$ cat src/rtl/evgate_pkg.sv
package evgate_pkg;

    // Per-queue gating state
    typedef struct packed {
        logic armed;
        logic credit;
        logic pending;
    } cq_state_t;

    localparam cq_state_t CQ_RESET = '{armed: 1'b0, credit: 1'b1, pending: 1'b0};

    function automatic logic idx_hit(input logic valid, input int unsigned idx, input int unsigned me);
        return valid && (idx == me);
    endfunction

endpackage

$ cat src/rtl/evgate_slot.sv
module evgate_slot
    import evgate_pkg::*;
(
    input  logic clk,
    input  logic rst,
    input  logic cmpl_hit,
    input  logic arm_hit,
    input  logic cred_hit,
    input  logic grant,
    output logic req,
    output logic dup_credit
);
    cq_state_t st_q, st_d;

    assign req        = st_q.armed && st_q.credit && st_q.pending;
    assign dup_credit = cred_hit && st_q.credit;

    always_comb begin
        st_d = st_q;
        if (grant) begin
            st_d.armed   = 1'b0;
            st_d.credit  = 1'b0;
            st_d.pending = 1'b0;
        end
        // A completion arriving in the grant cycle is a new event
        if (cmpl_hit) st_d.pending = 1'b1;
        // Re-arming is harmless: credit is zero after a grant
        if (arm_hit)  st_d.armed = 1'b1;
        // Only a return to a queue without credit takes effect
        if (cred_hit && !st_q.credit) st_d.credit = 1'b1;
    end

    always_ff @(posedge clk) begin
        if (rst) st_q <= CQ_RESET;
        else     st_q <= st_d;
    end

    // The arbiter grants only a requesting queue
    p_grant_needs_req_r2: assert property (@(posedge clk) disable iff (rst)
        grant |-> req);
    // The credit is gone after an emission
    p_grant_drops_credit_r3: assert property (@(posedge clk) disable iff (rst)
        grant |=> !st_q.credit);
    // Credit comes back only through the privileged doorbell
    p_credit_only_priv_r4: assert property (@(posedge clk) disable iff (rst)
        $rose(st_q.credit) |-> $past(cred_hit));
    // Armed only rises through the arm doorbell
    p_arm_only_doorbell_r5: assert property (@(posedge clk) disable iff (rst)
        $rose(st_q.armed) |-> $past(arm_hit));

endmodule

$ cat src/rtl/evgate_rr_arb.sv
module evgate_rr_arb #(
    parameter int N = 4,
    localparam int IW = (N > 1) ? $clog2(N) : 1
) (
    input  logic          clk,
    input  logic          rst,
    input  logic [N-1:0]  req,
    input  logic          ready,
    output logic [N-1:0]  grant,
    output logic          valid,
    output logic [IW-1:0] grant_idx
);
    logic [IW-1:0] last_q;

    always_comb begin
        grant     = '0;
        valid     = 1'b0;
        grant_idx = '0;
        for (int k = 1; k <= N; k++) begin
            int cand;
            cand = int'(last_q) + k;
            if (cand >= N) cand = cand - N;
            if (!valid && req[cand]) begin
                valid     = 1'b1;
                grant_idx = IW'(cand);
            end
        end
        if (!ready) valid = 1'b0;
        if (valid) grant[grant_idx] = 1'b1;
    end

    always_ff @(posedge clk) begin
        if (rst)        last_q <= IW'(N - 1);
        else if (valid) last_q <= grant_idx;
    end

    p_onehot_grant_r7: assert property (@(posedge clk) disable iff (rst)
        $onehot0(grant));
    p_work_conserving_r7: assert property (@(posedge clk) disable iff (rst)
        (ready && (req != '0)) |-> valid);

endmodule

$ cat src/rtl/evgate_fifo.sv
module evgate_fifo #(
    parameter int DEPTH = 4,
    parameter int W     = 2,
    localparam int PW   = (DEPTH > 1) ? $clog2(DEPTH) : 1,
    localparam int CW   = $clog2(DEPTH + 1)
) (
    input  logic          clk,
    input  logic          rst,
    input  logic          push,
    input  logic [W-1:0]  push_data,
    input  logic          pop,
    output logic [W-1:0]  head,
    output logic [CW-1:0] count,
    output logic          full,
    output logic          empty
);
    logic [W-1:0]  mem [DEPTH];
    logic [PW-1:0] wr_q, rd_q;
    logic          do_push, do_pop;

    assign full    = (count == CW'(DEPTH));
    assign empty   = (count == '0);
    assign do_push = push && !full;
    assign do_pop  = pop && !empty;
    assign head    = mem[rd_q];

    function automatic logic [PW-1:0] bump(input logic [PW-1:0] p);
        return (p == PW'(DEPTH - 1)) ? '0 : p + 1'b1;
    endfunction

    always_ff @(posedge clk) begin
        if (rst) begin
            wr_q  <= '0;
            rd_q  <= '0;
            count <= '0;
        end else begin
            if (do_push) wr_q <= bump(wr_q);
            if (do_pop)  rd_q <= bump(rd_q);
            case ({do_push, do_pop})
                2'b10:   count <= count + 1'b1;
                2'b01:   count <= count - 1'b1;
                default: count <= count;
            endcase
        end
    end

    always_ff @(posedge clk) begin
        if (do_push) mem[wr_q] <= push_data;
    end

    // The gating must keep the stream from ever seeing a full FIFO
    p_no_overflow_r9: assert property (@(posedge clk) disable iff (rst)
        !(push && full));
    p_count_bound_r9: assert property (@(posedge clk) disable iff (rst)
        count <= CW'(DEPTH));
    p_pop_empty_ignored_r9: assert property (@(posedge clk) disable iff (rst)
        (pop && empty && !push) |=> (count == '0));

endmodule

$ cat src/rtl/evgate_top.sv
module evgate_top
    import evgate_pkg::*;
#(
    parameter int NUM_CQ = 4,
    localparam int IDX_W = (NUM_CQ > 1) ? $clog2(NUM_CQ) : 1,
    localparam int CNT_W = $clog2(NUM_CQ + 1)
) (
    input  logic             clk,
    input  logic             rst,
    input  logic             cmpl_valid,
    input  logic [IDX_W-1:0] cmpl_idx,
    input  logic             arm_valid,
    input  logic [IDX_W-1:0] arm_idx,
    input  logic             cred_valid,
    input  logic [IDX_W-1:0] cred_idx,
    input  logic             evq_pop,
    output logic             evq_valid,
    output logic [IDX_W-1:0] evq_idx,
    output logic [CNT_W-1:0] evq_count,
    output logic             cred_err
);
    logic [NUM_CQ-1:0] req, grant, dup;
    logic              ev_valid, ev_ready, fifo_full, fifo_empty;
    logic [IDX_W-1:0]  ev_idx;

    for (genvar g = 0; g < NUM_CQ; g++) begin : g_slot
        evgate_slot u_slot (
            .clk        (clk),
            .rst        (rst),
            .cmpl_hit   (idx_hit(cmpl_valid, int'(cmpl_idx), g)),
            .arm_hit    (idx_hit(arm_valid,  int'(arm_idx),  g)),
            .cred_hit   (idx_hit(cred_valid, int'(cred_idx), g)),
            .grant      (grant[g]),
            .req        (req[g]),
            .dup_credit (dup[g])
        );
    end

    evgate_rr_arb #(.N(NUM_CQ)) u_arb (
        .clk       (clk),
        .rst       (rst),
        .req       (req),
        .ready     (ev_ready),
        .grant     (grant),
        .valid     (ev_valid),
        .grant_idx (ev_idx)
    );

    assign ev_ready = !fifo_full;

    evgate_fifo #(.DEPTH(NUM_CQ), .W(IDX_W)) u_fifo (
        .clk       (clk),
        .rst       (rst),
        .push      (ev_valid),
        .push_data (ev_idx),
        .pop       (evq_pop),
        .head      (evq_idx),
        .count     (evq_count),
        .full      (fifo_full),
        .empty     (fifo_empty)
    );

    assign evq_valid = !fifo_empty;

    always_ff @(posedge clk) begin
        if (rst)        cred_err <= 1'b0;
        else if (|dup)  cred_err <= 1'b1;
    end

    p_err_sticky_r8: assert property (@(posedge clk) disable iff (rst)
        cred_err |=> cred_err);
    p_err_cause_r8: assert property (@(posedge clk) disable iff (rst)
        $rose(cred_err) |-> $past(cred_valid));
    p_arm_alone_no_push_r4: assert property (@(posedge clk) disable iff (rst)
        (ev_valid) |-> (req != '0));

endmodule

$ cat config.mk
export PLATFORM = sky130hd
export DESIGN_NAME = evgate_top
export DESIGN_NICKNAME = d
export VERILOG_FILES = /design/src/rtl/evgate_pkg.sv /design/src/rtl/evgate_slot.sv /design/src/rtl/evgate_rr_arb.sv /design/src/rtl/evgate_fifo.sv /design/src/rtl/evgate_top.sv
export SDC_FILE = /design/constraint.sdc
export NUM_CORES = 1
export LEC_CHECK = 0
export BUFFER_PORTS_ARGS = -buffer_cell sky130_fd_sc_hd__clkbuf_2
export CAP_MARGIN = 25
export CORE_MARGIN = 1
export CORE_UTILIZATION = 40
export CTS_BUF_LIST = sky130_fd_sc_hd__clkbuf_4 sky130_fd_sc_hd__clkbuf_8 sky130_fd_sc_hd__clkbuf_16
export DETAILED_ROUTE_END_ITERATION = 8
export GPL_TIMING_DRIVEN = 0
export PLACE_DENSITY = 0.59
export SLEW_MARGIN = 10
export SYNTH_ARGS = -nofsm -noshare
export SYNTH_HDL_FRONTEND = slang
export SYNTH_HIERARCHICAL = 1
export SYNTH_SLANG_ARGS = --single-unit
$ cat constraint.sdc
create_clock -name clk -period 2.4 [get_ports clk]
set_input_delay 0.24 -clock clk [delete_from_list [all_inputs] [get_ports clk]]
set_output_delay 0.24 -clock clk [all_outputs]
set_load 0.01 [all_outputs]
# Word-level counts from Yosys, hierarchy flattened
# Memory sizes are Yosys's and may differ from the RTL's. A register that Yosys moved wholly into a read port is not among the register bits.
# Index checks and enable logic that the tools add are counted.
[totals]
ff_bits = 22
ramBits = 8
word_cells = 162
memories = 1
[classes]
add_sub_neg = 12
order_cmp = 10
n_eq_ne = 14
mux = 47
reduce_logical = 61
[memory_table]
columns = ["memory", "words", "width", "rd", "rd_clocked_by_memory_dff", "write_ports", "line", "source"]
rows = [
  ["u_fifo.mem", 4, 2, 1, 1, 1, "evgate_fifo.sv:17", "logic [W-1:0] mem [DEPTH];"],
]
[ops]
columns = ["operator", "n"]
rows = [
  ["$ge A32 B4 Y1 const B", 4],
  ["$lt A32 B4 Y1 const B", 4],
  ["$mux W32", 4],
  ["$sub A32 B4 Y32 const B", 4],
  ["$logic_and A1 B1 Y1", 34],
  ["$mux W1", 24],
  ["$eq A2 B2 Y1 const B", 9],
  ["$reduce_bool A2 Y1", 9],
  ["$mux W2", 8],
  ["$mux W3", 4],
  ["$logic_not A1 Y1", 9],
  ["$bmux W1 S2", 4],
  ["$eq A2 B1 Y1 const B", 4],
  ["$reduce_or A2 Y1", 4],
  ["$add A2 B2 Y3 const B", 2],
  ["$logic_not A2 Y1", 3],
  ["$pmux W3 S2", 1],
  ["$add A2 B1 Y2 const B", 2],
  ["$add A2 B3 Y4 const B", 1],
  ["$mux W4", 1],
  ["$reduce_or A4 Y1", 1],
  ["$add A2 B1 Y3 const B", 1],
  ["$add A3 B1 Y3 const B", 1],
  ["$eq A3 B3 Y1 const B", 1],
  ["other kinds (5)", 5],
]

# Depth between registers and ports, before layout
[logic_depth]
depth_word = 23
mapped_depth = 12

# Cells and area by module
# Netlist, hierarchy kept.
[by_module_without_submodules]
columns = ["mod", "n_inst", "cells_each", "area_per_inst_um2", "seq_area_each_um2"]
rows = [
  ["evgate_fifo", 1, 62, 794.5, 420.4],
  ["evgate_slot", 4, 14, 122.6, 60.1],
  ["evgate_rr_arb", 1, 28, 200.2, 40.0],
  ["evgate_top", 1, 21, 148.9, 20.0],
]

# Worst setup path before layout
# No wires, ideal clock.
[synth_path]
path_kind = "register to register"
start = "register g_slot[1].u_slot/st_q[1] (netlist name)"
end = "register u_fifo.count[2]"
setup_ns = 0.070
arrival_time_ns = 2.456
required_ns = 2.330
slack_ns = -0.126
stages_incl_launch_ff = 12
n_path_buf = 0
cell_sequence = "dfxtp_1 > and3_2 > o41ai_2 > inv_2 > nor2b_4 > inv_1 > ha_1 > inv_1 > fa_1 > xor2_1 > or3_1 > a21oi_1"
[synth_via]
elab_chain_len = 19
[synth_rtl]
columns = ["element", "line", "source"]
rows = [
  ["from (decl)", "evgate_slot.sv:13", "cq_state_t st_q, st_d;"],
  ["from (signal assigned)", "evgate_slot.sv:35", "else st_q <= st_d;"],
  ["$logic_and A1 B1 Y1 (*) (2 in a row)", "evgate_slot.sv:15", "assign req = st_q.armed && st_q.credit && st_q.pending;"],
  ["net req[1]", "evgate_top.sv:22", "logic [NUM_CQ-1:0] req, grant, dup;"],
  ["$bmux W1 S2", "evgate_rr_arb.sv:23", "if (!valid && req[cand]) begin"],
  ["$mux W1 (not written as such) (2 in a row)", "evgate_rr_arb.sv:23", ""],
  ["$mux W1", "evgate_rr_arb.sv:23", ""],
  ["$logic_not A1 Y1", "evgate_rr_arb.sv:23", ""],
  ["$logic_and A1 B1 Y1", "evgate_rr_arb.sv:23", ""],
  ["$mux W1", "evgate_rr_arb.sv:23", ""],
  ["[3 not listed]", "-", ""],
  ["$logic_not A1 Y1", "evgate_rr_arb.sv:23", ""],
  ["$logic_and A1 B1 Y1", "evgate_rr_arb.sv:23", ""],
  ["$mux W1 (*)", "evgate_rr_arb.sv:23", ""],
  ["$mux W1 (*)", "evgate_rr_arb.sv:28", "if (!ready) valid = 1'b0;"],
  ["net ev_valid", "evgate_top.sv:23", "logic ev_valid, ev_ready, fifo_full, fifo_empty;"],
  ["$logic_and A1 B1 Y1 (*)", "evgate_fifo.sv:23", "assign do_push = push && !full;"],
  ["$eq A2 B1 Y1 / $eq A2 B2 Y1 (equally long branches)", "evgate_fifo.sv:39", "case ({do_push, do_pop})"],
  ["$pmux W3 S2 / $reduce_bool A2 Y1 (equally long branches)", "-", ""],
  ["to (signal assigned)", "evgate_fifo.sv:40", "2'b10: count <= count + 1'b1;"],
  ["to (signal assigned)", "evgate_fifo.sv:41", "2'b01: count <= count - 1'b1;"],
  ["to (signal assigned)", "evgate_fifo.sv:42", "default: count <= count;"],
  ["to (decl)", "evgate_fifo.sv:13", "output logic [CW-1:0] count,"],
]
# Mark *: on every way through the listed nets, which the timed path passes. The rest lies on a longest branch. The select of a mux whose other input is x is not followed.
# A chain may end at the register's enable or synchronous reset.

# Worst setup path after layout
[layout_path]
start = "register g_slot[3].u_slot/st_q[2] (netlist name)"
end = "register u_fifo.count[2]"
[layout_via]
elab_chain_len = 19
[layout_rtl]
columns = ["element", "line"]
rows = [
  ["from (decl)", "evgate_slot.sv:13"],
  ["from (signal assigned)", "evgate_slot.sv:35"],
  ["$logic_and A1 B1 Y1 (*) (2 in a row)", "evgate_slot.sv:15"],
  ["net req[3]", "evgate_top.sv:22"],
  ["$bmux W1 S2", "evgate_rr_arb.sv:23"],
  ["$mux W1 (not written as such) (2 in a row)", "evgate_rr_arb.sv:23"],
  ["$mux W1", "evgate_rr_arb.sv:23"],
  ["$logic_not A1 Y1", "evgate_rr_arb.sv:23"],
  ["$logic_and A1 B1 Y1", "evgate_rr_arb.sv:23"],
  ["$mux W1", "evgate_rr_arb.sv:23"],
  ["[3 not listed]", "-"],
  ["$logic_not A1 Y1", "evgate_rr_arb.sv:23"],
  ["$logic_and A1 B1 Y1", "evgate_rr_arb.sv:23"],
  ["$mux W1 (*)", "evgate_rr_arb.sv:23"],
  ["$mux W1 (*)", "evgate_rr_arb.sv:28"],
  ["net ev_valid", "evgate_top.sv:23"],
  ["$logic_and A1 B1 Y1 (*)", "evgate_fifo.sv:23"],
  ["$eq A2 B1 Y1 / $eq A2 B2 Y1 (equally long branches)", "evgate_fifo.sv:39"],
  ["$pmux W3 S2 / $reduce_bool A2 Y1 (equally long branches)", "-"],
]
# Marked as above.

==> impl_results.md <==
* Switch share at between 20% and 30%
* IO Pins at 19
* Clock-pin slew on the worst setup and hold paths at 0.06 ns
* DRT Pass-1 Iters at 4
* Setup slack at placement at -0.159 ns
* Synth Area in Compound Gates at 11.6%
* Final hold violations at 0
* Reg-to-Reg Start: g_slot[3].u_slot/st_q[2]
* Max stage delay on crit path at ~0.38 ns
* Vias per Instance at 4.85
* Adder-cell area share of the yosys netlist at 5.82%
* Die area at 4340 sq um
* Fmax achieved at 423 MHz
* Power share of the combinational group at between 10% and 20%
* Die Span Y at 65.9 um
* Drt total wl at 3080 um
* Mapped Area at 1630 sq um
* Worst path bufs/invs at 3
* # rows at 22
* Post-place instance area at approximately 1800 sq um
* Post-Synthesis Cells at 167
* Internal cell power at 0.857 mW
* ANT cells at 0
* Post-DP HPWL at ~2200 um
* Crit-path most repeated cell: inv_1
* Worst Setup Start Kind: flop
* Setup-failing EPs final at 0
* Crit-path slowest cell: o41ai_4
* Clk_lat worst skew at approximately 0.28 ns
* Sequential Power Share at 52.0%
* Slew at the pin closest to its max-slew limit at 0.474 ns
* CP Data Required Time at between 2 and 3 ns
* Placer congestion estimate at 0.724
* Post-route ant nets at 0
* Starting DRC count in detailed routing at 27
* Post-route clock period utilization at 98.5%
* Initial Util at 43.0%
* Post-route design area at ~2000 sq um
* PwrDens at 593 nW/um^2
* Met3 GRT Util at about 5.2%
* Clock Tree Buf Depth at 2
* First-pass GRT wire length at 5360 um
* Async SR Flop Fraction at 0%
* Most used flip-flop cell after synthesis: dfxtp_1
* Cell Count Post-Placement at 233
* Antenna violations before repair at 0
* Net Count, Synth at 186
* Mux share of post-synthesis cell area at 4.90%
* # DRC at 0
* Sw power at 0.304 mW
* Simple-Gate Fraction of Synth Area at 27.9%
* Hold endpoint: g_slot[2].u_slot/st_q[0]
* Met2 usage in global routing at 26.8%
* Min Hold Slack at 0.258 ns
* Largest family of logic cells by synthesized area: simple AND/OR/NAND/NOR gates
* Top delay family on crit path: simple AND/OR/NAND/NOR gates
* Worst R2R Setup Slack at ~0.036 ns
* Largest net degree at the start of global routing at 18
* Via count at 1202
* Max-slew violations at 0
* RSZ-0062 raised after global routing: true
* Peak supply drop at 422 uV
* Area delta synth->final at 19.8%
* Power consumption at 1.16 mW
* Final min period at about 2.4 ns
* Met1 usage at between 20% and 30%
* GRT busiest layer: met2
* Vias in the first global route at 1166
* Cell count of the worst reg-to-reg path at 11
* Grt ovf at 0
* CP arrival at 2.57 ns
* Clk root buf: clkbuf_8
* Syn_area_per_cell at 9.78 sq um
* Share of cells above drive strength 1 at between 30% and 40%
* Max cap viols at 0
* Number of distinct library cells after synthesis at 38
* NumNets Final at 218
* Clk pwr share at 33.6%
* # hold bufs at CTS at 0
* Clk sinks at 32
* Wire per inst at 12.4 um
* Max Clock Skew at 0.00551 ns
* Slew HR at 68.4%
* Fin cells at 248
* Worst Setup End Kind: flop
* CTS buffer count at 5
* YS warnings at 6
* Reg2Reg Capture Point: u_fifo/count[2]
* Critical-path maximum fanout at 3
* Core area at 3800 sq um
* Input/output buffers at 18
* Final Worst Setup Slack at approximately 0.036 ns
* Origin of the worst min-delay path: cmpl_idx[0]
* Min-Delay Path Class: input pin to flop
* Post-synth EDFFs at 8
* Tot GR Track Use at 17.1%
* Setup_tns at 0 ns
* H-Tree Depth at 2
* Fill cells at 373
* Type of the worst setup path: flop to flop
* Leakage power at around 0.77 nW
* Hold path cells at 4
* Die W at 65.9 um
* #FFs+latches synth at 32
* Worst path cell trace: and3_4 -> o41ai_4 -> inv_2 -> nor2b_4 -> inv_1 -> ha_2 -> inv_1 -> fa_2 -> xor2_1 -> or3_1 -> a21oi_2
* Utilization after layout at 51.5%
* CTS tree: built
* Sequential share of the synthesized area at 44.1%
* Status: completed
* Synth Area in XOR/XNOR at about 1.1%
registers in the layout, summed over array words and instances, names as in the netlist, named ones only:
| name | count |
|---|---|
| u_fifo/rd_q | 2 |
| u_fifo/wr_q | 2 |
| u_fifo/mem | 8 |
| g_slot.u_slot/st_q | 12 |
| u_fifo/count | 3 |
| u_arb/last_q | 2 |
| cred_err | 1 |
how the worst max path moves through the flow:
stage,start,end,slack (ns),cells past startpoint
6_report,g_slot[3].u_slot/st_q[2],u_fifo/count[2],0.04,11
2_1_floorplan,g_slot[2].u_slot/st_q[1],u_fifo/count[2],0.04,11
4_1_cts,g_slot[2].u_slot/st_q[2],u_fifo/count[2],0.01,11
3_3_place_gp,g_slot[3].u_slot/st_q[1],u_fifo/count[2],-0.11,11
3_5_place_dp,g_slot[3].u_slot/st_q[1],u_fifo/count[2],-0.16,11
5_1_grt,g_slot[0].u_slot/st_q[1],u_fifo/count[2],-0.07,11
cell usage in the layout, fill, tap and decap left out, types with 7 or more instances in the layout:
master    count
nor2_1       12
edfxtp_1      8
a21oi_1      15
nand2_1       9
buf_4         7
dfxtp_1      21
clkbuf_2     18
nand2b_1     13
inv_1        18
synthesized netlist by cell type, types with 3 or more instances:
cell type / n / area, sq um
ha_1: 6 / 75.1
and2_2: 4 / 30.0
nand2_1: 9 / 33.8
or2_1: 4 / 25.0
inv_1: 18 / 67.6
nand2b_1: 13 / 81.3
and3_2: 6 / 45.0
a21o_1: 4 / 30.0
edfxtp_1: 8 / 240
and3b_1: 3 / 26.3
nor3b_2: 3 / 37.5
a21oi_1: 16 / 80.1
dfxtp_1: 24 / 480
nor2_1: 12 / 45.0
and2_1: 4 / 25.0
nor3_1: 5 / 25.0
tightest hold or removal path, cell delays in order:
cell	delay, ns
clkbuf_2	0.11
nor2_1	0.05
inv_1	0.04
a21oi_1	0.05
routing by layer:
layer | vias to the layer above | share of wire (%)
met3 | 5 | 3.6
met2 | 21 | 44
li1 | 628 | -
met5 | - | 0
met1 | 548 | 50
met4 | 0 | 2.3
cell type report:
cell class / count / area [sq um] / share of cell area, %
multi-input cells: 115 / 873 / 44.6
clock inverters: 3 / 13.8 / 0.703
well taps: 48 / 60.1 / 3.07
plain buffers: 1 / 3.75 / 0.192
inverters: 19 / 71.3 / 3.64
clock buffers: 5 / 68.8 / 3.51
flip-flops and latches: 32 / 724 / 37.0
repair buffers: 25 / 143 / 7.28
power groups by stage:
stage	combinational, mW	sequential [mW]	clock, mW
3_3_place_gp	0.154	0.613	0
6_report	0.167	0.604	0.390
2_1_floorplan	0.106	0.613	0
4_1_cts	0.167	0.604	0.410
5_1_grt	0.190	0.608	0.438
3_5_place_dp	0.159	0.615	0
cell families after synthesis:
kind of cell,count (synthesis)
and+or+nand+nor,72
muxes,5
AOI/OAI and AO/OA,29
buffers and inverters,20
adders and majority gates,7
xor gates and xnor gates,2
DFF,32
what timing repair did:
action	4_1_cts	5_1_grt
endpoints found under the setup margin	2	1
endpoints found under the hold margin	0	0
gates resized for setup	2	4
pin swaps	4	3
setup buffers	4	3
(Power assumes the default switching activity.)
